[config.mk]
export PLATFORM = sky130hd
export DESIGN_NAME = dual_decade_counter
export DESIGN_NICKNAME = d
export VERILOG_FILES = /design/src/rtl/dcnt_pkg.sv /design/src/rtl/dcnt_clr_sync.sv /design/src/rtl/dcnt_fall_det.sv /design/src/rtl/dcnt_decade.sv /design/src/rtl/dual_decade_counter.sv
export SDC_FILE = /design/constraint.sdc
export NUM_CORES = 1
export LEC_CHECK = 0
export BUFFER_PORTS_ARGS = -buffer_cell sky130_fd_sc_hd__buf_4
export CORE_MARGIN = 1
export CORE_UTILIZATION = 50
export DETAILED_ROUTE_END_ITERATION = 8
export GPL_ROUTABILITY_DRIVEN = 0
export GPL_TIMING_DRIVEN = 0
export HOLD_SLACK_MARGIN = 0.1
export PLACE_DENSITY = 0.85
export SYNTH_ARGS = -nofsm -noshare
export SYNTH_HDL_FRONTEND = slang
export SYNTH_SLANG_ARGS = --single-unit
[constraint.sdc]
create_clock -name clk_i -period 1.78 [get_ports clk_i]
set_input_delay 0.267 -clock clk_i [delete_from_list [all_inputs] [get_ports clk_i]]
set_output_delay 0.267 -clock clk_i [all_outputs]
set_load 0.005 [all_outputs]
[src/rtl/dcnt_pkg.sv]
package dcnt_pkg;
  typedef enum logic {
    CHAIN_BCD = 1'b0,
    CHAIN_BIQ = 1'b1
  } chain_e;

  localparam int unsigned DIV5_W    = 3;
  localparam logic [DIV5_W-1:0] DIV5_LAST = 3'd4;
endpackage

[src/rtl/dcnt_clr_sync.sv]
module dcnt_clr_sync #(
  parameter int unsigned HOLD_CYCLES = 2
) (
  input  logic clk_i,
  input  logic rst_ni,
  input  logic clr_i,
  output logic arst_no,
  output logic hold_o
);
  logic [HOLD_CYCLES-1:0] hold_q;

  // assertion is asynchronous, release is stretched over HOLD_CYCLES edges
  assign arst_no = rst_ni & ~clr_i;

  always_ff @(posedge clk_i or negedge arst_no) begin
    if (!arst_no) hold_q <= '1;
    else          hold_q <= hold_q << 1;
  end

  assign hold_o = hold_q[HOLD_CYCLES-1];
endmodule

[src/rtl/dcnt_fall_det.sv]
module dcnt_fall_det #(
  parameter int unsigned SYNC_STAGES = 2
) (
  input  logic clk_i,
  input  logic arst_ni,
  input  logic hold_i,
  input  logic cnt_i,
  output logic fall_o
);
  logic [SYNC_STAGES-1:0] sync_q;
  logic                   last_q;

  always_ff @(posedge clk_i or negedge arst_ni) begin
    if (!arst_ni) begin
      sync_q <= '0;
      last_q <= 1'b0;
    end else if (hold_i) begin
      sync_q <= '0;
      last_q <= 1'b0;
    end else begin
      sync_q <= SYNC_STAGES'({sync_q, cnt_i});
      last_q <= sync_q[SYNC_STAGES-1];
    end
  end

  assign fall_o = last_q & ~sync_q[SYNC_STAGES-1];

  AST_FALL_AFTER_LOW: assert property (@(posedge clk_i) disable iff (!arst_ni)
    fall_o |-> !$past(cnt_i));
endmodule

[src/rtl/dcnt_decade.sv]
module dcnt_decade
  import dcnt_pkg::*;
(
  input  logic       clk_i,
  input  logic       arst_ni,
  input  logic       hold_i,
  input  chain_e     mode_i,
  input  logic       fall0_i,
  input  logic       fall1_i,
  output logic [3:0] q_o,
  output logic       carry_o
);
  logic              q0_q;
  logic [DIV5_W-1:0] s5_q;
  logic              adv2, adv5, s5_last;

  assign s5_last = (s5_q == DIV5_LAST);

  // chained stage advances in the same cycle as the edge of its driver
  always_comb begin
    if (mode_i == CHAIN_BCD) begin
      adv2 = fall0_i;
      adv5 = fall0_i & q0_q;
    end else begin
      adv5 = fall1_i;
      adv2 = fall1_i & s5_last;
    end
  end

  always_ff @(posedge clk_i or negedge arst_ni) begin
    if (!arst_ni) begin
      q0_q <= 1'b0;
      s5_q <= '0;
    end else if (hold_i) begin
      q0_q <= 1'b0;
      s5_q <= '0;
    end else begin
      if (adv2) q0_q <= ~q0_q;
      if (adv5) s5_q <= s5_last ? '0 : s5_q + 1'b1;
    end
  end

  assign q_o     = {s5_q, q0_q};
  assign carry_o = (mode_i == CHAIN_BCD) ? (adv5 & s5_last) : (adv2 & q0_q);

  AST_DIV2_TOGGLE: assert property (@(posedge clk_i) disable iff (!arst_ni)
    (mode_i == CHAIN_BCD && fall0_i && !hold_i) |=> (q_o[0] != $past(q_o[0])));
  AST_DIV5_RANGE: assert property (@(posedge clk_i) disable iff (!arst_ni)
    q_o[3:1] <= 3'd4);
  AST_BCD_RANGE: assert property (@(posedge clk_i) disable iff (!arst_ni)
    (mode_i == CHAIN_BCD) |-> (q_o <= 4'd9));
  AST_IDLE_STABLE: assert property (@(posedge clk_i) disable iff (!arst_ni)
    (!fall0_i && !fall1_i && !hold_i) |=> $stable(q_o));
  AST_HOLD_ZERO: assert property (@(posedge clk_i) disable iff (!arst_ni)
    hold_i |-> (q_o == 4'd0));
  AST_CARRY_MSB_LOW: assert property (@(posedge clk_i) disable iff (!arst_ni)
    (carry_o && !hold_i) |=> ((mode_i == CHAIN_BCD) ? !q_o[3] : !q_o[0]));
endmodule

[src/rtl/dual_decade_counter.sv]
module dual_decade_counter
  import dcnt_pkg::*;
#(
  parameter int unsigned N_DEC       = 2,
  parameter int unsigned SYNC_STAGES = 2,
  parameter int unsigned HOLD_CYCLES = 2
) (
  input  logic               clk_i,
  input  logic               rst_ni,
  input  logic [N_DEC-1:0]   clr_i,
  input  logic [N_DEC-1:0]   mode_i,
  input  logic               cascade_i,
  input  logic [N_DEC-1:0]   cp0_i,
  input  logic [N_DEC-1:0]   cp1_i,
  output logic [4*N_DEC-1:0] q_o
);
  localparam int unsigned Q_W = 4;

  logic [N_DEC-1:0] arst_n, hold, ext_f0, ext_f1, f0, f1, carry;

  for (genvar d = 0; d < N_DEC; d++) begin : g_dec
    chain_e mode_d;
    assign mode_d = chain_e'(mode_i[d]);

    dcnt_clr_sync #(.HOLD_CYCLES(HOLD_CYCLES)) u_clr (
      .clk_i  (clk_i),
      .rst_ni (rst_ni),
      .clr_i  (clr_i[d]),
      .arst_no(arst_n[d]),
      .hold_o (hold[d])
    );

    dcnt_fall_det #(.SYNC_STAGES(SYNC_STAGES)) u_fd0 (
      .clk_i  (clk_i),
      .arst_ni(arst_n[d]),
      .hold_i (hold[d]),
      .cnt_i  (cp0_i[d]),
      .fall_o (ext_f0[d])
    );

    dcnt_fall_det #(.SYNC_STAGES(SYNC_STAGES)) u_fd1 (
      .clk_i  (clk_i),
      .arst_ni(arst_n[d]),
      .hold_i (hold[d]),
      .cnt_i  (cp1_i[d]),
      .fall_o (ext_f1[d])
    );

    if (d == 0) begin : g_head
      assign f0[d] = ext_f0[d];
      assign f1[d] = ext_f1[d];
    end else begin : g_chain
      // carry enters whichever stage comes first in this decade's order
      assign f0[d] = cascade_i ? (carry[d-1] & (mode_d == CHAIN_BCD)) : ext_f0[d];
      assign f1[d] = cascade_i ? (carry[d-1] & (mode_d == CHAIN_BIQ)) : ext_f1[d];
    end

    dcnt_decade u_dec (
      .clk_i  (clk_i),
      .arst_ni(arst_n[d]),
      .hold_i (hold[d]),
      .mode_i (mode_d),
      .fall0_i(f0[d]),
      .fall1_i(f1[d]),
      .q_o    (q_o[Q_W*d +: Q_W]),
      .carry_o(carry[d])
    );

    AST_CLR_ZERO: assert property (@(posedge clk_i) disable iff (!rst_ni)
      clr_i[d] |-> (q_o[Q_W*d +: Q_W] == '0));
  end

  AST_RST_ZERO: assert property (@(posedge clk_i)
    !rst_ni |-> (q_o == '0));
endmodule

After elaboration in Yosys (flattened, before gate mapping)
Cells that the tools add are included.
{ "word_totals": {"elab_cells": 70, "out_inout_bits": 8, "inputBits": 11, "reg_bits": 24} }
{ "op_classes": {"n_reduce_logical": 4, "bitwise_logic": 23, "muxes": 25, "n_addsub": 2, "n_eq_ne": 2} }
{ "op_table": {"columns": ["cell", "count"], "rows": [
  ["2-to-1 mux 3 bit", 6],
  ["2-to-1 mux 1 bit", 15],
  ["bitwise AND 1 bit", 14],
  ["NOT 1 bit", 9],
  ["2-to-1 mux 2 bit", 4],
  ["nonzero test 2 bit", 4],
  ["adder 3 x 1 -> 3 bit (second input constant)", 2],
  ["equality test 3 bit (second input constant)", 2]
]} }

Depth between registers and ports, before layout
{ "depth": {"word_depth": 12, "depth_mapped": 5, "ltp_nobuf": 5} }

Modules after synthesis
A second synthesis with hierarchy kept.
{ "unflattened": {"hier_cells": 104, "area_unflattened_um2": 1172.4} }
{ "modules_own_cells": {"columns": ["mod", "seq_area_each_um2", "cells_each", "area_each_um2", "instances"], "rows": [
  ["dcnt_fall_det", 75.1, 7, 102.6, 4],
  ["dcnt_decade at g_dec[0].u_dec", 100.1, 31, 299.0, 1],
  ["dcnt_decade at g_dec[1].u_dec", 100.1, 31, 292.8, 1],
  ["dcnt_clr_sync", 52.6, 4, 70.1, 2],
  ["dual_decade_counter", 0.0, 6, 30.0, 1]
]} }

Worst setup path after synthesis
Ideal clock, no wire load.
{ "synth_path": {"path_type": "flip-flop to flip-flop", "from": "register g_dec[0].u_dec.s5_q[0]", "to": "register g_dec[1].u_dec.q0_q", "stages_incl_launch_ff": 6, "setup_time_ns": 0.125, "n_path_buf": 0, "arrival_time_ns": 1.339, "path_slack_ns": 0.317, "required_time_ns": 1.655, "period_less_slack_ns": 1.463, "path_cell_list": "dfrtp_1 inv_1 ha_1 o2111ai_2 a22oi_1 mux2_2"} }
{ "synth_via": {"elab_chain_len": 10, "elab_cells_between_ends": 13, "cone_classes": "eq/ne: 1; mux: 5; bitwise: 6; reduce/logical: 1"} }
{ "synth_rtl": {"columns": ["item", "line_no", "source"], "rows": [
  ["start: declaration", "dcnt_decade.sv:14", "logic [DIV5_W-1:0] s5_q;"],
  ["start signal: assignment", "dcnt_decade.sv:39", "if (adv5) s5_q <= s5_last ? '0 : s5_q + 1'b1;"],
  ["equality test 3 bit (*)", "dcnt_decade.sv:17", "assign s5_last = (s5_q == DIV5_LAST);"],
  ["bitwise AND 1 bit", "dcnt_decade.sv:26", "adv2 = fall1_i & s5_last;"],
  ["2-to-1 mux 1 bit", "dcnt_decade.sv:21", "if (mode_i == CHAIN_BCD) begin"],
  ["bitwise AND 1 bit", "dcnt_decade.sv:44", "assign carry_o = (mode_i == CHAIN_BCD) ? (adv5 & s5_last) : (adv2 & q0_q);"],
  ["2-to-1 mux 1 bit (*)", "dcnt_decade.sv:44", null],
  ["bitwise AND 1 bit", "dual_decade_counter.sv:55", "assign f1[d] = cascade_i ? (carry[d-1] & (mode_d == CHAIN_BIQ)) : ext_f1[d];"],
  ["2-to-1 mux 1 bit", "dual_decade_counter.sv:55", null],
  ["bitwise AND 1 bit", "dcnt_decade.sv:26", null],
  ["2-to-1 mux 1 bit (*)", "dcnt_decade.sv:21", null],
  ["nonzero test 2 bit (no source line) (*)", null, null],
  ["end signal: assignment", "dcnt_decade.sv:38", "if (adv2) q0_q <= ~q0_q;"],
  ["end: declaration", "dcnt_decade.sv:13", "logic q0_q;"]
]} }
Mark *: on every way between the ends. The rest lies on a longest branch, timed or not.
A chain may end at the register's enable or synchronous reset.

Final worst setup path
Ends and elaborated chain as after synthesis.

==> metrics.yaml <==
status: "finished, final reports clean"
crit_type: "flop to flop"
drc_errors: 0
first_global_vias: 614
viasPerCell: 4.91
io_pins: 19
r2r_start: "g_dec[0].u_dec.s5_q[0]"
period_minus_slack_ns: 1.56
hp-start: "cp1_i[1]"
yosysWarningCount: 0
setup_viol: 0
holdWs_ns: 0.173
syn_to_final_growth_pct: 19.6
ys_types: 29
cts_setup_buffers: 0
synth_ff_type: "dfrtp_1"
drive_above_1_share_pct: 28.1
fin_nets: 130
cts_resized: 0
regArea_um2: 606
overflow: 0
max_slew_margin_pct: 35.4
ctsHoldBuffers: 0
startpoint: "g_dec[0].u_dec.s5_q[0]"
vias: 693
hold_viol_final: 0
antenna_found_initial: 0
worst_skew_pair.late_latency_ns: 0.30
finClkSkew_ns: 0.00295
post-route-period-util_pct: 87.7
top_layer: "met4"
worst-path-max-fanout: 5
antenna_left: 0
power.total_w: 0.000939
postSynthCellCount: 91
synth.ff_latch_count: 24
antennaDiodeCount: 0
worst_pin_slew_ns: 0.967
layout.cells.most_common_list: "buf_4 (20), dfrtp_1 (20), nor2b_1 (18), nor2_1 (6), inv_1 (5)"
fillCellCount: 157
start_util_pct: 53.7
detail_route.wl_per_cell_um: 11.1
synthArstFlopShare_pct: 100
powerDensity_nw_per_um2: 738
rsz0062_at_grt: "false"
fin_cells: 141
fmax_mhz: 641
finalSetupTns_ns: 0
clockBufferDepth: 2
clock_sinks: 24
dp.cells: 137
cts_root_buf: "clkbuf_4"
crit_arrival_ns: 1.77
wl_met2_um: 744
htreeDepth: 1
final_util_pct: 64.3
cp-start-kind: "flop"
required_ns: 1.99
ir_drop_v: 0.000777
routed_wl_mm: 1.57
cts_made_buffers: 3
synth-seq-area-share_pct: 56.9
dr.pass1.iters: 4
cts_tree: "yes"
drt-initial-drc-count: 6
p_leak_nw: 0.618
hold_path_class: "input port to flop"
die_w_um: 48.1
clkTransAtPathRegs_ns: 0.12
drt-met1-wl_um: 746
portBuffers: 18
hpwlAfterDp_mm: 1.21
synth.avg_cell_area_um2: 11.7
wl_met3_um: 43
fp.dieH_um: 48.1
endpoint_kind: "flop"
syn_area_um2: 1060
slew_violations: 0
cap_viol_max_count: 0
die_area_um2: 2320
multi_input_area_um2: 422
synth_edf_count: 0
core_um2: 1980
rows: 16
grt_max_degree: 14
grt_pass1_wl_mm: 2.57
grt_usage_pct: 16.7
[flip-flops by register name (all words and copies together), names as in the netlist]
name	cells
g_dec.u_dec.q0_q	2
g_dec.u_fd0.sync_q	4
g_dec.u_clr.hold_q	4
g_dec.u_fd1.last_q	2
g_dec.u_dec.s5_q	6
g_dec.u_fd1.sync_q	4
g_dec.u_fd0.last_q	2
[where the power goes]
group / leakage (nW) / internal [W] / switching (W)
registers: 0.312 / 0.000568 / 0.0000107
logic: 0.285 / 0.0000449 / 0.0000401
clock network: 0.0210 / 0.000125 / 0.000151
total: 0.618 / 0.000738 / 0.000202
[synth_stat cells, types with 2 or more instances]
cell | count | area [µm²]
inv_1 | 5 | 18.8
nor2b_1 | 18 | 113
dfrtp_1 | 20 | 500
nand2b_1 | 3 | 18.8
mux2i_1 | 3 | 30.0
ha_1 | 4 | 50.1
buf_4 | 2 | 15.0
a21oi_1 | 2 | 10.0
clkbuf_1 | 2 | 7.51
nor2_1 | 6 | 22.5
dfstp_2 | 4 | 105
o21ai_0 | 3 | 15.0
a211o_1 | 2 | 17.5
nand2_1 | 2 | 7.51
[critical path: stages (launching register included)]
cell	delay [ns]
dfrtp_1	0.44
inv_1	0.08
ha_1	0.22
o2111ai_2	0.16
a22oi_1	0.22
mux2_2	0.35
[logic make-up after synthesis]
family	Yosys count	share of synthesized area (%)
buffers and inverters	9	3.88
XOR/XNOR	1	0.823
AO/OA/AOI/OAI	16	11.5
multiplexers	4	3.88
adder cells (fa/ha/maj)	4	4.70
AND/OR/NAND/NOR	32	18.0
flip-flops	24	56.9
other	1	0.352
[worst paths after layout]
check,end,slack [ns],cells after the start
worst max-delay path,g_dec[1].u_dec.q0_q,0.22,5
worst min-delay path,g_dec[1].u_fd1.sync_q[0],0.17,2
worst max register to register,g_dec[1].u_dec.q0_q,0.22,5
worst min register to register,g_dec[1].u_clr.hold_q[1],0.37,0
max in group asynchronous,g_dec[0].u_dec.s5_q[1],0.99,2
min in group asynchronous,g_dec[1].u_fd0.sync_q[0],0.21,2
[per-layer routing]
metal | track usage, % | up-vias
li1 | - | 352
met1 | 22.8 | 323
met2 | 24.8 | 14
met3 | 3.33 | 4
met4 | 10.0 | 0
met5 | 0 | -
[metrics by stage]
step	area (µm²)	worst slack, ns
after floorplan	1070	0.317
after global placement	1240	0.247
after detailed placement	1240	0.209
after CTS	1270	0.195
after global routing	1270	0.104
final	1270	0.219
[final cells by class]
cell class                      count  share of cell area (%)
Buffer                              4                    1.77
Clock buffer                        4                    2.85
Inverter                            5                    1.47
Multi-Input combinational cell     59                    33.1
Sequential cell                    24                    47.5
Tap cell                           27                    2.65
Timing Repair Buffer               18                    10.6
Note: power is estimated with default switching activity, not from simulation.
